===== config.mk =====
export PLATFORM = sky130hd
export DESIGN_NAME = cond_branch_unit
export DESIGN_NICKNAME = d
export VERILOG_FILES = /design/src/rtl/cbu_pkg.sv /design/src/rtl/cbu_pred_eval.sv /design/src/rtl/cbu_slot_chain.sv /design/src/rtl/cbu_redirect_calc.sv /design/src/rtl/cond_branch_unit.sv
export SDC_FILE = /design/constraint.sdc
export NUM_CORES = 1
export LEC_CHECK = 0
export BUFFER_PORTS_ARGS = -buffer_cell sky130_fd_sc_hd__buf_2
export CAP_MARGIN = 10
export CORE_AREA = 4 4 88 132
export CTS_CLUSTER_SIZE = 8
export DETAILED_ROUTE_END_ITERATION = 7
export DIE_AREA = 0 0 92 136
export PLACE_DENSITY = 0.84
export SETUP_SLACK_MARGIN = 0.15
export SKIP_CTS_REPAIR_TIMING = 1
export SLEW_MARGIN = 20
export SYNTH_ARGS = -nofsm -noshare
export SYNTH_HDL_FRONTEND = slang
export SYNTH_SLANG_ARGS = --single-unit

===== constraint.sdc =====
create_clock -name clk -period 12.4 [get_ports clk]
set_input_delay 0.62 -clock clk [delete_from_list [all_inputs] [get_ports clk]]
set_output_delay 0.62 -clock clk [all_outputs]
set_load 0.01 [all_outputs]

===== src/rtl/cbu_pkg.sv =====
package cbu_pkg;

  localparam int unsigned XLEN     = 32;
  localparam int unsigned PRED_W   = 4;
  localparam int unsigned REGIDX_W = 4;

  typedef enum logic [PRED_W-1:0] {
    PR_EQ = 4'h0, PR_NE = 4'h1, PR_CS = 4'h2, PR_CC = 4'h3,
    PR_MI = 4'h4, PR_PL = 4'h5, PR_VS = 4'h6, PR_VC = 4'h7,
    PR_HI = 4'h8, PR_LS = 4'h9, PR_GE = 4'hA, PR_LT = 4'hB,
    PR_GT = 4'hC, PR_LE = 4'hD, PR_AL = 4'hE, PR_NV = 4'hF
  } pred_e;

  typedef struct packed {
    logic            vld;
    logic [XLEN-1:0] word;
    logic [XLEN-1:0] addr;
  } slot_t;

endpackage


===== src/rtl/cbu_pred_eval.sv =====
module cbu_pred_eval
  import cbu_pkg::*;
(
  input  logic [PRED_W-1:0] pred,
  input  logic [3:0]        nzcv,
  output logic              pass
);

  pred_e code;
  logic  n_f, z_f, c_f, v_f;

  assign code = pred_e'(pred);
  assign n_f  = nzcv[3];
  assign z_f  = nzcv[2];
  assign c_f  = nzcv[1];
  assign v_f  = nzcv[0];

  always_comb begin
    pass = 1'b0;
    case (code)
      PR_EQ: pass = z_f;
      PR_NE: pass = !z_f;
      PR_CS: pass = c_f;
      PR_CC: pass = !c_f;
      PR_MI: pass = n_f;
      PR_PL: pass = !n_f;
      PR_VS: pass = v_f;
      PR_VC: pass = !v_f;
      PR_HI: pass = c_f && !z_f;
      PR_LS: pass = !c_f || z_f;
      PR_GE: pass = (n_f == v_f);
      PR_LT: pass = (n_f != v_f);
      PR_GT: pass = !z_f && (n_f == v_f);
      PR_LE: pass = z_f || (n_f != v_f);
      PR_AL: pass = 1'b1;
      PR_NV: pass = 1'b0;
    endcase
  end

endmodule


===== src/rtl/cbu_slot_chain.sv =====
module cbu_slot_chain
  import cbu_pkg::*;
#(
  parameter int unsigned DEPTH = 2
) (
  input  logic  clk,
  input  logic  rst_n,
  input  logic  kill,
  input  slot_t slot_in,
  output slot_t slot_out
);

  slot_t stg_q [DEPTH];
  slot_t stg_d [DEPTH];

  for (genvar g = 0; g < DEPTH; g++) begin : g_stage
    if (g == 0) begin : g_head
      always_comb begin
        stg_d[g] = slot_in;
        if (kill) stg_d[g].vld = 1'b0;
      end
    end else begin : g_body
      always_comb begin
        stg_d[g] = stg_q[g-1];
        if (kill) stg_d[g].vld = 1'b0;
      end
    end

    always_ff @(posedge clk or negedge rst_n) begin
      if (!rst_n) begin
        stg_q[g] <= '0;
      end else begin
        stg_q[g] <= stg_d[g];
      end
    end
  end

  assign slot_out = stg_q[DEPTH-1];

endmodule


===== src/rtl/cbu_redirect_calc.sv =====
module cbu_redirect_calc
  import cbu_pkg::*;
#(
  parameter int unsigned OFF_W    = 24,
  parameter int unsigned PC_AHEAD = 8,
  parameter int unsigned STEP     = 4
) (
  input  logic [XLEN-1:0]  addr,
  input  logic [OFF_W-1:0] offset,
  output logic [XLEN-1:0]  target,
  output logic [XLEN-1:0]  ret_addr
);

  localparam int unsigned EXT_W = XLEN - OFF_W - 2;

  logic [XLEN-1:0] disp;
  logic [XLEN-1:0] pc_seen;

  assign disp     = {{EXT_W{offset[OFF_W-1]}}, offset, 2'b00};
  assign pc_seen  = addr + XLEN'(PC_AHEAD);
  assign target   = pc_seen + disp;
  assign ret_addr = addr + XLEN'(STEP);

endmodule


===== src/rtl/cond_branch_unit.sv =====
module cond_branch_unit
  import cbu_pkg::*;
#(
  parameter int unsigned OFF_W       = 24,
  parameter int unsigned LINK_REG    = 14,
  parameter int unsigned PIPE_DEPTH  = 2,
  parameter int unsigned SYNC_STAGES = 2
) (
  input  logic                clk,
  input  logic                rst_n,
  input  logic                fetch_valid,
  input  logic [XLEN-1:0]     fetch_word,
  input  logic [XLEN-1:0]     fetch_pc,
  input  logic [3:0]          flags_nzcv,
  output logic                rf_we,
  output logic [REGIDX_W-1:0] rf_idx,
  output logic [XLEN-1:0]     link_val,
  output logic                br_taken,
  output logic [XLEN-1:0]     br_target,
  output logic                flush
);

  localparam int unsigned IBYTES   = XLEN / 8;
  localparam int unsigned PC_AHEAD = PIPE_DEPTH * IBYTES;
  localparam int unsigned PRED_LSB = XLEN - PRED_W;
  localparam logic [2:0]  BR_CLASS = 3'b101;

  // reset: asserted at once, released on the clock
  logic [SYNC_STAGES-1:0] rsync_q;
  logic [SYNC_STAGES-1:0] rsync_d;
  logic                   core_rst_n;

  assign rsync_d = {rsync_q[SYNC_STAGES-2:0], 1'b1};

  always_ff @(posedge clk or negedge rst_n) begin
    if (!rst_n) begin
      rsync_q <= '0;
    end else begin
      rsync_q <= rsync_d;
    end
  end

  assign core_rst_n = rsync_q[SYNC_STAGES-1];

  // fetch -> decode -> execute slots
  slot_t fetch_slot;
  slot_t ex_slot;

  assign fetch_slot = '{vld: fetch_valid, word: fetch_word, addr: fetch_pc};

  cbu_slot_chain #(.DEPTH(PIPE_DEPTH)) u_slots (
    .clk      (clk),
    .rst_n    (core_rst_n),
    .kill     (flush),
    .slot_in  (fetch_slot),
    .slot_out (ex_slot)
  );

  // predicate
  logic pred_ok;

  cbu_pred_eval u_pred (
    .pred (ex_slot.word[XLEN-1:PRED_LSB]),
    .nzcv (flags_nzcv),
    .pass (pred_ok)
  );

  // redirect and return address
  logic [XLEN-1:0] tgt;
  logic [XLEN-1:0] ret;

  cbu_redirect_calc #(
    .OFF_W    (OFF_W),
    .PC_AHEAD (PC_AHEAD),
    .STEP     (IBYTES)
  ) u_redir (
    .addr     (ex_slot.addr),
    .offset   (ex_slot.word[OFF_W-1:0]),
    .target   (tgt),
    .ret_addr (ret)
  );

  // execute decision
  logic is_branch;
  logic link_bit;
  logic commit;

  assign is_branch = (ex_slot.word[27:25] == BR_CLASS);
  assign link_bit  = ex_slot.word[OFF_W];
  assign commit    = ex_slot.vld && pred_ok;

  always_comb begin
    br_taken = commit && is_branch;
    flush    = br_taken;
    if (is_branch) begin
      rf_we  = commit && link_bit;
      rf_idx = REGIDX_W'(LINK_REG);
    end else begin
      rf_we  = commit;
      rf_idx = ex_slot.word[15:12];
    end
  end

  assign br_target = tgt;
  assign link_val  = ret;

endmodule


==> impl_results.md <==
- Setup crit end kind: output pin
- Register area: roughly 3300 um2
- PortBufs: between 100 and 150
- Gate count of the mapped netlist: 495
- Core box area: 10500 um2
- Clk_lat worst skew: about 0.40 ns
- Die Ht: about 140 um
- Drt drc: 0
- Crit Path Max Fanout: 3
- Vias per cell: 5.35
- Worst r2r dst: u_slots.stg_q[129]
- Total number of vias: roughly 4300
- Synth area leader: dfrtp_1
- P_int: about 0.00084 W
- Async SR Flop Fraction: 1.00
- IO Count: ~140
- Seq/Total Area, Yosys: 0.555
- Number of global-route vias before repair: 4570
- Worst VDD drop: 0.000199 V
- Reg2reg setup slack: around 11 ns
- Total grt overflow: 0
- Area share of the largest cell type after synthesis: 0.555
- Worst-path clk slew: 0.05 ns
- First-pass GRT wire length: around 22 mm
- Most frequent cells in the layout: buf_2, dfrtp_1, ha_1
- Post-Syn Area: approximately 6000 um2
- R2R cell count: 7
- Post-synth cell types: 56
- Clock Sinks: 132
- Setup WS pre-CTS: 8.66 ns
- Clock power share: 0.407
- Sw Ratio: 0.267
- Die Wd: 92 um
- Final setup TNS: 0 ns
- Area growth, synth to finish: 23.7%
- DR WL/cell: 16.6 um
- Final HPWL DP: 9.94 mm
- Final Hold Viols: 0
- Fin. max-slew vios: 0
- Startpoint types: flop
- Lkg Pwr: 3.62 nW
- Main synth FF type: dfrtp_1
- Final setup viols: 0
- Fillers: 784
- Setup crit start: u_slots.slot_out[3]
- WP data arrival: 3.67 ns
- Final design utilization: 0.703
- Synthesized area per cell: ~12 um2
- P_sw: 0.000304 W
- Commonest non-fill, non-tap cell in the layout: buf_2
- Number of buffers created by CTS: 17
- Post-synth EDFFs: 0
- DRT antenna net count: 0
- Initial Util: 0.568
- Multi-input logic area: 2520 um2
- Largest cells by area after synthesis: dfrtp_1, ha_1, xnor2_1
- Kind of critical path: flop to output pin
- Status: finished clean
- Syn nets: roughly 630
- PD cells: 155 nW/um2
- DIE AREA: 12500 um2
- Final Cycle Share: 0.346
- # rows: 46
- Worst slew pin tran: 0.733 ns
- Maxcap violations: 0
- First DRT Iteration DRCs: 243
- RSZ-0062 raised after global routing: no
- Global router's overall resource usage: 0.225
- Drt first pass iters: 5
- Critical path required time: ~12 ns
- Maximum operating frequency: 0.233 GHz
- Comb pwr share: 0.181
- Slew headroom: 0.511
- Setup ws final: between 8 and 9 ns
- CTS H-tree depth: 4
- Fin Clk Skew: 0.0100 ns
- CTS tree: yes
- Root Driver: clkbuf_16
- Share of cells above drive strength 1: 0.277
- Initial antenna violation count: 1
- WL final: approximately 13 mm
- RePlAce Congestion: 0.855
- Final min period: 4.29 ns
- Final net count: 775
- Synth warn: 0
- Pin count of the biggest net entering global routing: between 80 and 90
- Type of the most critical hold path: flop to asynchronous set/reset pin
- Clk buf depth: 2
- Flop pwr share: 0.411
- Register bit total from synthesis: 132
- Worst r2r src: u_slots.slot_out[61]
- Final Power: roughly 0.0011 W
- Worst Hold Slack: between 0.3 and 0.4 ns
==> metal layers <==
metal | up-vias | part of all wire | global-route usage
met1 | 2097 | 0.38 | 0.257
met3 | 27 | 0.054 | 0.0604
met4 | 0 | 0.024 | 0.0926
met5 | - | 0 | 0
met2 | 139 | 0.54 | 0.399
li1 | 2028 | - | -
==> logic make-up after synthesis <==
| logic type | synth area share |
|---|---|
| adder cells (fa/ha/maj) | 0.125 |
| AO/OA/AOI/OAI | 0.109 |
| buffers and inverters | 0.0223 |
| other | 0.000630 |
| AND/OR/NAND/NOR | 0.101 |
| flip-flops | 0.555 |
| multiplexers | 0.00505 |
| XOR/XNOR | 0.0824 |
==> worst max-delay path by stage <==
stage / to / slack (ns) / cells after the start
after global placement: br_target[29] / 8.70 / 14
final: br_target[29] / 8.11 / 14
after detailed placement: br_target[29] / 8.66 / 14
after global routing: br_target[27] / 7.91 / 14
after CTS: br_target[29] / 8.17 / 14
after floorplan: u_slots.slot_out[0] / 8.45 / 0
==> power by group through the flow <==
stage	registers, W	clock network [W]	logic, W
global placement	0.000475	0	0.000200
global route	0.000472	0.000497	0.000228
detailed placement	0.000476	0	0.000204
floorplan	0.000475	0	0.000131
finish	0.000469	0.000465	0.000207
CTS	0.000470	0.000474	0.000207
==> synth_stat cells (2+ instances only) <==
cell	number
inv_1	18
nand2b_1	6
and4_1	4
a21oi_1	33
a21o_1	12
o21a_1	4
buf_4	5
nor2_1	23
and2_1	3
o31ai_1	3
clkbuf_1	6
nor2b_1	4
a21oi_2	2
xor2_1	18
dfrtp_1	132
mux2i_1	3
a31oi_1	2
o22ai_1	2
nand4_1	6
o21bai_1	3
nand2_1	34
a21boi_0	2
ha_1	58
o31a_1	2
a211oi_1	5
nand3b_1	3
xnor2_1	38
and3_1	7
nand3_1	17
o21ai_0	14
==> per-stage QoR <==
step / instance area (um2) / instances
after floorplan: 5950 / 495
after global placement: 6780 / 769
after detailed placement: 6780 / 769
after CTS: 7350 / 800
after global routing: 7360 / 802
final: 7360 / 802
==> sequential cells by signal (all words and copies together), names as in the netlist <==
signal            count
u_slots.slot_out     65
u_slots.stg_d        64
rsync_q               2
u_slots.stg_q         1
==> cell type report <==
type                    count  share of cell area
inverters                  18             0.00917
clock inverters            14              0.0189
well taps                 144              0.0245
diodes                      1            0.000340
flip-flops and latches    132               0.449
repair buffers            143              0.0987
multi-input cells         333               0.342
clock buffers              17              0.0578
==> worst max-delay path, cell delays in order, from the launching register on <==
cell	delay (ns)
dfrtp_1	0.37
inv_1	0.07
ha_1	0.30
inv_1	0.07
ha_1	0.16
inv_1	0.06
fa_1	0.40
nand2b_1	0.18
a21oi_1	0.15
o21ai_0	0.18
a21oi_1	0.31
o21ai_0	0.23
o31ai_1	0.46
xor2_1	0.18
buf_2	0.15
Note: power is estimated with default switching activity, not from simulation.
